File: src/rtl/i2c_tgt_pkg.sv
package i2c_tgt_pkg;
  localparam logic [6:0] CODE_GP = 7'b1101111;
  localparam logic [6:0] CODE_ID = 7'b1010111;

  typedef enum logic [3:0] {
    ST_IDLE,
    ST_CTRL,
    ST_ACK_CTRL,
    ST_ADDR,
    ST_ACK_ADDR,
    ST_WDATA,
    ST_ACK_WDATA,
    ST_RDATA,
    ST_RACK
  } tgt_state_e;
endpackage

File: src/rtl/i2c_bus_cond.sv
module i2c_bus_cond (
  input  logic clk_i,
  input  logic rst_ni,
  input  logic scl_i,
  input  logic sda_i,
  output logic rise_o,
  output logic fall_o,
  output logic start_o,
  output logic stop_o
);
  logic scl_q, sda_q;

  always_ff @(posedge clk_i or negedge rst_ni) begin
    if (!rst_ni) begin
      scl_q <= 1'b1;
      sda_q <= 1'b1;
    end else begin
      scl_q <= scl_i;
      sda_q <= sda_i;
    end
  end

  assign rise_o  = scl_i & ~scl_q;
  assign fall_o  = ~scl_i & scl_q;
  assign start_o = scl_i & scl_q & sda_q & ~sda_i;
  assign stop_o  = scl_i & scl_q & ~sda_q & sda_i;
endmodule

File: src/rtl/i2c_byte_bank.sv
module i2c_byte_bank #(
  parameter int DEPTH = 64,
  localparam int AW = $clog2(DEPTH)
) (
  input  logic          clk_i,
  input  logic          we_i,
  input  logic [AW-1:0] waddr_i,
  input  logic [7:0]    wdata_i,
  input  logic [AW-1:0] raddr_i,
  output logic [7:0]    rdata_o
);
  logic [7:0] mem_q [DEPTH];

  always_ff @(posedge clk_i) begin
    if (we_i) mem_q[waddr_i] <= wdata_i;
  end

  assign rdata_o = mem_q[raddr_i];
endmodule

File: src/rtl/i2c_addr_ptr.sv
module i2c_addr_ptr #(
  parameter int AW = 6
) (
  input  logic          clk_i,
  input  logic          rst_ni,
  input  logic          load_i,
  input  logic [AW-1:0] load_val_i,
  input  logic          step_i,
  input  logic [AW-1:0] wrap_mask_i,
  output logic [AW-1:0] ptr_o
);
  logic [AW-1:0] ptr_q;

  always_ff @(posedge clk_i or negedge rst_ni) begin
    if (!rst_ni)     ptr_q <= '0;
    else if (load_i) ptr_q <= load_val_i;
    else if (step_i) ptr_q <= (ptr_q + 1'b1) & wrap_mask_i;
  end

  assign ptr_o = ptr_q;

  AST_PTR_WRAP: assert property (@(posedge clk_i) disable iff (!rst_ni)
    (step_i && !load_i && ptr_q == wrap_mask_i) |=> (ptr_q == '0));
endmodule

File: src/rtl/i2c_mem_target.sv
module i2c_mem_target #(
  parameter int GP_DEPTH = 64,
  parameter int ID_DEPTH = 8
) (
  input  logic clk_i,
  input  logic rst_ni,
  input  logic scl_i,
  input  logic sda_i,
  output logic sda_oe_o
);
  import i2c_tgt_pkg::*;

  localparam int AW  = $clog2(GP_DEPTH);
  localparam int IAW = $clog2(ID_DEPTH);
  localparam logic [AW-1:0] GP_MASK = AW'(GP_DEPTH - 1);
  localparam logic [AW-1:0] ID_MASK = AW'(ID_DEPTH - 1);
  localparam logic [8:0]    GP_LIM  = 9'(GP_DEPTH);
  localparam logic [8:0]    ID_LIM  = 9'(ID_DEPTH);

  tgt_state_e state_q;
  logic [3:0] cnt_q;
  logic [7:0] sr_q, tx_q;
  logic       oe_q, rw_q, rgn_q; // rgn_q: 1 = identity array

  logic rise_w, fall_w, start_w, stop_w;
  logic byte_end, code_hit, id_hit, addr_ok;
  logic wr_fire, rd_done, ptr_load;
  logic [AW-1:0] ptr_w, mask_w;
  logic [7:0] gp_rd, id_rd, rd_byte;

  i2c_bus_cond u_cond (
    .clk_i   (clk_i),
    .rst_ni  (rst_ni),
    .scl_i   (scl_i),
    .sda_i   (sda_i),
    .rise_o  (rise_w),
    .fall_o  (fall_w),
    .start_o (start_w),
    .stop_o  (stop_w)
  );

  assign byte_end = (cnt_q == 4'd8);
  assign id_hit   = (sr_q[7:1] == CODE_ID);
  assign code_hit = id_hit || (sr_q[7:1] == CODE_GP);
  assign addr_ok  = rgn_q ? ({1'b0, sr_q} < ID_LIM) : ({1'b0, sr_q} < GP_LIM);
  assign mask_w   = rgn_q ? ID_MASK : GP_MASK;

  assign wr_fire  = fall_w && !start_w && !stop_w && state_q == ST_WDATA && byte_end;
  assign rd_done  = fall_w && !start_w && !stop_w && state_q == ST_RDATA && byte_end;
  assign ptr_load = fall_w && !start_w && !stop_w && state_q == ST_ADDR && byte_end && addr_ok;

  i2c_addr_ptr #(.AW(AW)) u_ptr (
    .clk_i       (clk_i),
    .rst_ni      (rst_ni),
    .load_i      (ptr_load),
    .load_val_i  (sr_q[AW-1:0]),
    .step_i      (wr_fire | rd_done),
    .wrap_mask_i (mask_w),
    .ptr_o       (ptr_w)
  );

  i2c_byte_bank #(.DEPTH(GP_DEPTH)) u_gp_bank (
    .clk_i   (clk_i),
    .we_i    (wr_fire & ~rgn_q),
    .waddr_i (ptr_w),
    .wdata_i (sr_q),
    .raddr_i (ptr_w),
    .rdata_o (gp_rd)
  );

  i2c_byte_bank #(.DEPTH(ID_DEPTH)) u_id_bank (
    .clk_i   (clk_i),
    .we_i    (wr_fire & rgn_q),
    .waddr_i (ptr_w[IAW-1:0]),
    .wdata_i (sr_q),
    .raddr_i (ptr_w[IAW-1:0]),
    .rdata_o (id_rd)
  );

  assign rd_byte = rgn_q ? id_rd : gp_rd;

  always_ff @(posedge clk_i or negedge rst_ni) begin
    if (!rst_ni) begin
      state_q <= ST_IDLE;
      cnt_q   <= '0;
      sr_q    <= '0;
      tx_q    <= '0;
      oe_q    <= 1'b0;
      rw_q    <= 1'b0;
      rgn_q   <= 1'b0;
    end else if (start_w) begin
      state_q <= ST_CTRL;
      cnt_q   <= '0;
      oe_q    <= 1'b0;
    end else if (stop_w) begin
      state_q <= ST_IDLE;
      oe_q    <= 1'b0;
    end else if (rise_w) begin
      case (state_q)
        ST_CTRL, ST_ADDR, ST_WDATA: begin
          sr_q  <= {sr_q[6:0], sda_i};
          cnt_q <= cnt_q + 4'd1;
        end
        ST_RDATA: cnt_q <= cnt_q + 4'd1;
        ST_RACK:  if (sda_i) state_q <= ST_IDLE; // master NACK
        default: ;
      endcase
    end else if (fall_w) begin
      case (state_q)
        ST_CTRL: if (byte_end) begin
          if (code_hit) begin
            oe_q    <= 1'b1;
            rw_q    <= sr_q[0];
            rgn_q   <= id_hit;
            state_q <= ST_ACK_CTRL;
          end else begin
            state_q <= ST_IDLE;
          end
        end
        ST_ACK_CTRL: begin
          cnt_q <= '0;
          if (rw_q) begin
            tx_q    <= rd_byte;
            oe_q    <= ~rd_byte[7];
            state_q <= ST_RDATA;
          end else begin
            oe_q    <= 1'b0;
            state_q <= ST_ADDR;
          end
        end
        ST_ADDR: if (byte_end) begin
          if (addr_ok) begin
            oe_q    <= 1'b1;
            state_q <= ST_ACK_ADDR;
          end else begin
            state_q <= ST_IDLE;
          end
        end
        ST_ACK_ADDR, ST_ACK_WDATA: begin
          oe_q    <= 1'b0;
          cnt_q   <= '0;
          state_q <= ST_WDATA;
        end
        ST_WDATA: if (byte_end) begin
          oe_q    <= 1'b1;
          state_q <= ST_ACK_WDATA;
        end
        ST_RDATA: begin
          if (byte_end) begin
            oe_q    <= 1'b0;
            state_q <= ST_RACK;
          end else begin
            tx_q <= {tx_q[6:0], 1'b0};
            oe_q <= ~tx_q[6];
          end
        end
        ST_RACK: begin
          cnt_q   <= '0;
          tx_q    <= rd_byte;
          oe_q    <= ~rd_byte[7];
          state_q <= ST_RDATA;
        end
        default: ;
      endcase
    end
  end

  assign sda_oe_o = oe_q;

  AST_OE_SCL_LOW: assert property (@(posedge clk_i) disable iff (!rst_ni)
    (oe_q != $past(oe_q) && !$past(start_w) && !$past(stop_w)) |-> !$past(scl_i));
  AST_IDLE_RELEASED: assert property (@(posedge clk_i) disable iff (!rst_ni)
    (state_q == ST_IDLE) |-> !oe_q);
  AST_START_ABORT: assert property (@(posedge clk_i) disable iff (!rst_ni)
    start_w |=> (state_q == ST_CTRL && cnt_q == 4'd0));
  AST_STOP_IDLE: assert property (@(posedge clk_i) disable iff (!rst_ni)
    stop_w |=> (state_q == ST_IDLE));
  AST_BAD_ADDR_HOLD: assert property (@(posedge clk_i) disable iff (!rst_ni)
    (fall_w && !start_w && !stop_w && state_q == ST_ADDR && byte_end && !addr_ok)
      |=> $stable(ptr_w));
endmodule

File: config.mk
export PLATFORM = sky130hd
export DESIGN_NAME = i2c_mem_target
export DESIGN_NICKNAME = d
export VERILOG_FILES = /design/src/rtl/i2c_tgt_pkg.sv /design/src/rtl/i2c_bus_cond.sv /design/src/rtl/i2c_byte_bank.sv /design/src/rtl/i2c_addr_ptr.sv /design/src/rtl/i2c_mem_target.sv
export SDC_FILE = /design/constraint.sdc
export NUM_CORES = 1
export LEC_CHECK = 0
export BUFFER_PORTS_ARGS = -buffer_cell sky130_fd_sc_hd__buf_4
export CORE_UTILIZATION = 56
export DETAILED_ROUTE_END_ITERATION = 7
export PLACE_DENSITY = 0.72
export SYNTH_ARGS = -nofsm -noshare
export SYNTH_HDL_FRONTEND = slang
export SYNTH_SLANG_ARGS = --single-unit
File: constraint.sdc
create_clock -name clk_i -period 6.4 [get_ports clk_i]
set_clock_uncertainty 0.2 [all_clocks]
set_input_delay 1.28 -clock clk_i [delete_from_list [all_inputs] [get_ports clk_i]]
set_output_delay 1.28 -clock clk_i [all_outputs]
set_load 0.005 [all_outputs]
Word level (Yosys, flattened, before mapping) --
Memory sizes are Yosys's and may differ from the RTL's. Cells that the tools add are included. Widths: inputs -> output; s select.
Cells by class: add/sub/neg operators 2, order comparisons 2, equality and inequality tests 27, muxes and demuxes 44, bitwise gates (word level) 21, reductions and logical operators 29
Operators by type and width (count):
- $mux 4 | 16
- $pmux 4 s7 | 1
- $pmux 7 s3 | 1
- $ne 4x4->1 const B | 5
- $ne 5x5->1 const B | 4
- $mux 6 | 3
- $eq 4x3->1 const B | 4
- $mux 1 | 16
- $reduce_and 8->1 | 2
- $eq 7x7->1 const B | 2
- $mux 7 | 2
- $reduce_and 7->1 | 2
- $reduce_bool 3->1 | 4
- $not 1->1 | 10
- $and 1x1->1 | 9
- $logic_and 1x1->1 | 9
- $reduce_bool 9->1 | 1
- $eq 4x2->1 const B | 2
- $eq 4x4->1 const B | 2
- $lt 8x4->1 const B | 1
- $lt 8x7->1 const B | 1
- $mux 8 | 1
- $reduce_and 4->1 | 2
- $reduce_or 4->1 | 2
- other kinds (19) | 23
Word-level totals: bits in registers 34, memory bits (writable) 576, input port bits 4, output and inout port bits 1, word-level logic and storage cells 137, memories 2
Memories:
- u_gp_bank.mem_q | words 64, width 8, read ports 1, clocked after Yosys merged registers in 0, write ports 1, RTL line i2c_byte_bank.sv:12 | logic [7:0] mem_q [DEPTH];
- u_id_bank.mem_q | words 8, width 8, read ports 1, clocked after Yosys merged registers in 0, write ports 1, RTL line i2c_byte_bank.sv:12

Depth between registers and ports, before layout --
Gate-level depths: netlist of run 1.
depth after elaboration 11, mapped depth 11, mapped depth without buffers 8

Hierarchy --
A second synthesis of run 1 with hierarchy kept.
Second synthesis, totals: cell total of the unflattened synthesis 1289, area total of the unflattened synthesis 24678.7 um^2
By module, submodules not included:
- i2c_byte_bank at u_gp_bank | instances 1, cells each 959, area each 20075.5 um^2, sequential area each 15374.7 um^2
- i2c_byte_bank at u_id_bank | instances 1, cells each 106, area each 2531.2 um^2, sequential area each 1921.8 um^2
- i2c_mem_target | instances 1, cells each 173, area each 1604.0 um^2, sequential area each 650.6 um^2
- i2c_addr_ptr | instances 1, cells each 45, area each 382.9 um^2, sequential area each 150.1 um^2
- i2c_bus_cond | instances 1, cells each 6, area each 85.1 um^2, sequential area each 52.6 um^2

Worst setup path after synthesis of run 1 --
No wires, ideal clock.
path type in2reg, start point input scl_i, end point memory u_gp_bank.mem_q[40][0], enable pin, library setup time 0.370 ns, data arrival time 2.862 ns, required time 5.830 ns, path slack 2.967 ns, stages 6, buffers on the path 0, cells stage by stage ha_1 > nand2_1 > nand3_1 > nor3_2 > nand2_1 > nor2_1
On the way: word-level cells in the longest chain between the ends 11, elaborated cells on any way between the ends 16, classes of those cells mux: 2; bitwise: 8; reduce/logical: 6
RTL lines:
- start: declaration | RTL line i2c_mem_target.sv:7 | input logic scl_i,
- $and 1x1->1 | RTL line i2c_bus_cond.sv:25, i2c_bus_cond.sv:26
- $and 1x1->1 (2 in a row) | RTL line i2c_bus_cond.sv:25 | assign start_o = scl_i & scl_q & sda_q & ~sda_i;
- $logic_not 1->1 | RTL line i2c_mem_target.sv:48 | assign wr_fire = fall_w && !start_w && !stop_w && state_q == ST_WDATA && byte_end;
- $logic_and 1x1->1 | RTL line i2c_mem_target.sv:48
- $logic_and 1x1->1 * (3 in a row) | RTL line i2c_mem_target.sv:48
- $and 1x1->1 * | RTL line i2c_mem_target.sv:64 | .we_i (wr_fire & ~rgn_q),
- $mux 1 * | RTL line i2c_byte_bank.sv:15 | if (we_i) mem_q[waddr_i] <= wdata_i;
- $mux 1 (implied by the code) * | RTL line i2c_byte_bank.sv:15
- end: declaration | RTL line i2c_byte_bank.sv:12
Every way passes the cells marked *; elsewhere a longest branch is shown, timed or not.

Worst setup path in the final report of run 1 --
start point register u_ptr.ptr_q[0], in the netlist u_ptr.ptr_o[0], end point memory u_gp_bank.mem_q[35][1], enable pin
RTL lines:
- start: declaration | RTL line i2c_addr_ptr.sv:12 | logic [AW-1:0] ptr_q;
- start signal: assignment | RTL line i2c_addr_ptr.sv:16 | else if (load_i) ptr_q <= load_val_i;
- start signal: assignment | RTL line i2c_addr_ptr.sv:17 | else if (step_i) ptr_q <= (ptr_q + 1'b1) & wrap_mask_i;
No word-level cell before the write port.

==> results.yml, run 1 <==
synthesis:
  ys_seq_area_frac: 0.734
  netlist_instances: 1451
  synthDistinctLibCells: 83
  syn_area_per_cell_um2: 17.0
  synth-main-ff-cell: "edfxtp_1"
  yosys_warnings: 0
  synthArstFlopShare: 0.0557
  synth_area_um2: 24700
  syn-num-nets: 1461
  synth_edf_count: 576
  yosysTopAreaCell: "edfxtp_1"
  synth_seq_cells: 610
  synth.area.top_cells: "edfxtp_1 (70%), mux4_2 (4.6%), dfrtp_1 (3.2%)"
  yosysTopAreaCellShare: 0.699
floorplan:
  dieWidth_um: 212
  fp.coreArea_um2: 43400
  rows: 76
  initial_core_util: 0.570
  dieHeight_um: 212
  die_area_um2: 45000
  pin_count: 5
routing:
  dr_total_vias: 14500
  drtIter0Drc: 2488
  drc_errors: 0
  firstDrtPassIters: 7
  antenna_left: 0
  post_drt_via_cell_ratio: 6.95
  wire_per_inst_um: 31.5
  drt_wl_total_um: 65800
setup_path:
  path_max_fanout: 44
  slowest_delay_ps: 910
  cp.required_ps: 6440
  cp_data_arrival_time_ps: 4130
  cp_top_family: "simple AND/OR/NAND/NOR gates"
  worstPathCellList: "and2_1 > buf_4 > nand2_1 > nor2_1"
  path_buf_inv: 1
  critical_path.endpoint_type: "flip-flop"
  slowest_stage: "nor2_1"
  worstSetupPathType: "flip-flop to flip-flop"
  start_kind: "flip-flop"
timing:
  relSlewSlack: 0.0916
  worst_pin_slew_ps: 1360
  fin_tns_setup_ps: 0
  period_needed_ps: 4090
  final-hold-violation-count: 0
  rsz0062_at_grt: "no"
  maxSlewViolCount: 0
  max_freq_ghz: 0.245
  finalSetupViolations: 0
  post-route-period-util: 0.638
layout:
  layout_common_cells: "edfxtp_1 (576), nor2_1 (104), nand2_1 (65)"
  area_growth_pct: 10.1
  drive_gt1_frac: 0.179
  utilization: 0.628
  final_common_cell: "edfxtp_1"
  nNetsFinal: 1467
  diodes: 0
clock_tree:
  cts_buffers: 58
  clkLatencyLatePin_ps: 620
  cts_resized: 0
  holdBufCountCts: 0
  clock-root-buffer: "clkbuf_16"
  cts.sinks: 610
  htreeDepth: 2
  cts_tree: "yes"
  post_cts_buffers: 0
  clk_pin_slew_ps: 60
  clockBufferDepth: 3
global_route:
  grt_pass1_vias: 14100
  grt_max_degree: 102
  antenna_found_initial: 1
  globalRouteTotalUtil: 0.301
  grt.overflow.total: 0
  grt_pass1_wl_um: 96100
pwr:
  peakVddDrop_mv: 0.312
  p_leak_nw: 8.72
  power-per-cell-area_nw_per_um2: 339
job:
  drv_cap: 0
placed_design:
  gp_congestion: 0.966
  placement.io_buffers: 4
  dp_hpwl_um: 39100
outcome:
  status: "finished clean"
worst_hold_path:
  hp-class: "flip-flop to flip-flop"
through the flow:
stage / setup slack (ps) / area [um2] / power [mW] / hold WS [ps] / cells
2_1_floorplan: 2970 / 24700 / 5.34 / 258 / 1451
3_5_place_dp: 2240 / 25200 / 5.76 / 286 / 1982
3_3_place_gp: 2250 / 25200 / 5.73 / 268 / 1982
6_report: 2310 / 27200 / 9.25 / 306 / 2092
5_1_grt: 2150 / 27200 / 9.44 / 325 / 2092
4_1_cts: 2390 / 27200 / 9.26 / 299 / 2092
sequential cells by signal, indices dropped and copies added (netlist names):
signal and cells:
cnt_q 4, rgn_q 1, rw_q 1, sda_oe_o 1, sr_q 8, state_q 4, tx_q 7, u_cond.scl_q 1
u_cond.sda_q 1, u_gp_bank.mem_q 512, u_id_bank.mem_q 64, u_ptr.ptr_o 6
metal layers:
layer  global-route usage  up-vias  part of all wire
met5                    0        -           0.00018
met4                0.134        2             0.046
met3               0.0734      217              0.12
met2                0.444     1072              0.45
met1                0.428     7317              0.38
li1                     -     5926                 -
Yosys cell counts, drive strengths merged (12+ instances only):
master and instances:
a21oi 29, a221o 20, a221oi 59, a22o 13, a22oi 45, buf 54, clkbuf 35, dfrtp 32
edfxtp 576, inv 13, mux2 65, mux2i 33, mux4 52, nand2 65, nand2b 12, nand3 22
nor2 106, nor2b 12, nor3 18, o21ai 30, o22ai 21
kinds of logic (layout without fill, tap and decap cells):
kind of cell	Yosys count	in the layout	share of synthesized area
buffers and inverters	103	159	0.0243
AND/OR/NAND/NOR	283	283	0.0545
AO/OA/AOI/OAI	295	295	0.0923
adder cells (fa/ha/maj)	6	6	0.00303
XOR/XNOR	4	4	0.00142
flip-flops	610	610	0.734
multiplexers	150	150	0.0907
where the power goes:
group	total [mW]	internal (mW)	switching [mW]
Clock	3.57	2.10	1.48
Sequential	5.22	4.91	0.303
Combinational	0.455	0.0581	0.397
Total	9.25	7.07	2.18
final timing paths:
check	to	startpoint	cells past startpoint	slack, ps
max in group asynchronous	u_ptr.ptr_o[0]$_DFFE_PN0P_	rst_ni	1	5190
min in group asynchronous	state_q[1]$_DFFE_PN0P_	rst_ni	1	430
hold / removal	tx_q[0]$_DFFE_PN0P_	tx_q[0]$_DFFE_PN0P_	1	310
hold reg to reg	tx_q[0]$_DFFE_PN0P_	tx_q[0]$_DFFE_PN0P_	1	310
setup reg to reg	u_gp_bank.mem_q[35][1]$_DFFE_PP_	u_ptr.ptr_o[0]$_DFFE_PN0P_	4	2310
setup / recovery	u_gp_bank.mem_q[35][1]$_DFFE_PP_	u_ptr.ptr_o[0]$_DFFE_PN0P_	4	2310
layout make-up:
cell class / instances / area [um2]
Inverter: 14 / 55.1
Fill cell: 3038 / 16100
Sequential cell: 610 / 18200
Tap cell: 585 / 732
Clock inverter: 41 / 437
Timing Repair Buffer: 35 / 288
Multi-Input combinational cell: 738 / 5990
Clock buffer: 69 / 1560
(Power assumes the default switching activity.)
==> run 2, diff against run 1 <==
==> constraint.sdc (replaced) <==
create_clock -name clk_i -period 3.9 [get_ports clk_i]
set_clock_uncertainty 0.2 [all_clocks]
set_input_delay 0.78 -clock clk_i [delete_from_list [all_inputs] [get_ports clk_i]]
set_output_delay 0.78 -clock clk_i [all_outputs]
set_load 0.005 [all_outputs]
==> results.yml, run 2 (synthesis gave the netlist of run 1 again) <==
global_route:
  grt_pass1_wl_um: 95700
  grt.overflow.total: 0
  antenna_found_initial: 0
  grt_max_degree: 78
  globalRouteTotalUtil: 0.297
  grt_pass1_vias: 14400
placed_design:
  placement.io_buffers: 4
  gp_congestion: 0.956
  dp_hpwl_um: 40400
pwr:
  swShare: 0.235
  p_seq_frac: 0.556
  finalPower_mw: 14.7
  power-per-cell-area_nw_per_um2: 529
  power.internal_mw: 11.3
  power.switching_mw: 3.47
  peakVddDrop_mv: 0.595
  combPwrFrac: 0.072
  p_leak_nw: 9.20
  p_clk_frac: 0.371
layout:
  nNetsFinal: 1572
  reg_top3: "u_gp_bank.mem_q x512, u_id_bank.mem_q x64, sr_q x8"
  layout_common_cells: "edfxtp_1 (576), buf_4 (138), nor2_1 (104)"
  utilization: 0.642
  largest_reg_flops: 512
  diodes: 0
  area_growth_pct: 12.6
  fillers: 2985
  final_common_cell: "edfxtp_1"
  drive_gt1_frac: 0.227
  top_register: "u_gp_bank.mem_q"
setup_path:
  start_kind: "flip-flop"
  path_buf_inv: 2
  slowest_stage: "a2111oi_2"
  worstPathCellList: "buf_12 > inv_2 > a221oi_1 > o22ai_1 > a2111oi_2 > o2111ai_1 > a221o_1"
  cp-startpoint: "u_ptr.ptr_o[1]$_DFFE_PN0P_"
  r2r-start: "u_ptr.ptr_o[1]$_DFFE_PN0P_"
  critical_path.endpoint_type: "flip-flop"
  worstSetupPathType: "flip-flop to flip-flop"
  cp.required_ps: 4200
  cp_data_arrival_time_ps: 3890
  cp_top_family: "compound AO/OA/AOI/OAI gates"
  slowest_delay_ps: 850
  path_max_fanout: 48
timing:
  period_needed_ps: 3580
  worst_pin_slew_ps: 1220
  post-route-period-util: 0.919
  final-hold-violation-count: 0
  relSlewSlack: 0.187
  maxSlewViolCount: 0
  max_freq_ghz: 0.279
  finalSetupViolations: 0
  fin_tns_setup_ps: 0
  rsz0062_at_grt: "no"
clock_tree:
  clock-root-buffer: "clkbuf_16"
  clk_pin_slew_ps: 60
  post_cts_buffers: 0
  clockBufferDepth: 3
  cts.sinks: 610
  htreeDepth: 2
  cts_resized: 0
  clkLatencyLatePin_ps: 640
  cts_buffers: 58
  holdBufCountCts: 1
  cts_tree: "yes"
job:
  drv_cap: 0
routing:
  antenna_left: 0
  drtIter0Drc: 2422
  wire_per_inst_um: 29.8
  post_drt_via_cell_ratio: 6.79
  firstDrtPassIters: 6
  drc_errors: 0
  drt_wl_total_um: 65400
  dr_total_vias: 14900
floorplan:
  die_area_um2: 45000
  rows: 76
  fp.coreArea_um2: 43400
  dieWidth_um: 212
  pin_count: 5
  initial_core_util: 0.570
  dieHeight_um: 212
worst_hold_path:
  hp-class: "input port to flip-flop"
  hp-start: "scl_i"
outcome:
  status: "finished clean"
==> run 2: cell count changes in the layout (fill, tap and decap cells not counted), moves of 3 or more <==
cell | previous run | this run
bufinv_16 | 9 | 5
buf_4 | 33 | 138
clkbuf_1 | 8 | 15
clkbuf_16 | 61 | 58
dfrtp_4 | 6 | 3
clkinvlp_4 | 6 | 1
dfrtp_2 | 5 | 8
==> run 2: power by group through the flow <==
stage,sequential (mW),combinational (mW),clock (mW)
6_report,8.19,1.06,5.47
5_1_grt,8.20,1.12,5.75
4_1_cts,8.19,1.05,5.49
3_5_place_dp,8.33,1.05,0
3_3_place_gp,8.32,1.01,0
2_1_floorplan,8.65,0.109,0
==> run 2: per-stage QoR <==
step,instance area (um2),hold WS (ps),worst slack [ps],instances
after global routing,27800,62.7,307,2195
after global placement,26000,270,606,2086
after detailed placement,26000,279,515,2086
after CTS,27800,83.6,617,2195
after floorplan,24700,258,967,1451
final,27800,86.8,315,2195
==> run 2: metal layers <==
metal	vias to the layer above	global-route usage	routed length, um
li1	6132	-	-
met1	7440	0.416	24700
met2	1128	0.453	30200
met3	208	0.0628	7560
met4	0	0.126	2970
met5	-	0	0
==> run 2: worst paths after layout <==
| check | endpoint | slack (ps) | cells after the start |
|---|---|---|---|
| worst max-delay path | tx_q[1]$_DFFE_PN0P_ | 320 | 7 |
| worst min-delay path | u_cond.scl_q$_DFF_PN1_ | 90 | 1 |
| worst max register to register | tx_q[1]$_DFFE_PN0P_ | 320 | 7 |
| worst min register to register | tx_q[0]$_DFFE_PN0P_ | 290 | 1 |
| max in group asynchronous | u_ptr.ptr_o[2]$_DFFE_PN0P_ | 2650 | 2 |
| min in group asynchronous | tx_q[0]$_DFFE_PN0P_ | 470 | 2 |
==> run 2: layout make-up <==
| type | instances | area, um2 | share of cell area |
|---|---|---|---|
| clock inverters | 34 | 308 | 0.0111 |
| inverters | 14 | 55.1 | 0.00198 |
| flip-flops and latches | 610 | 18200 | 0.653 |
| clock buffers | 74 | 1520 | 0.0546 |
| multi-input cells | 738 | 5990 | 0.215 |
| repair buffers | 140 | 1070 | 0.0383 |
| well taps | 585 | 732 | 0.0263 |
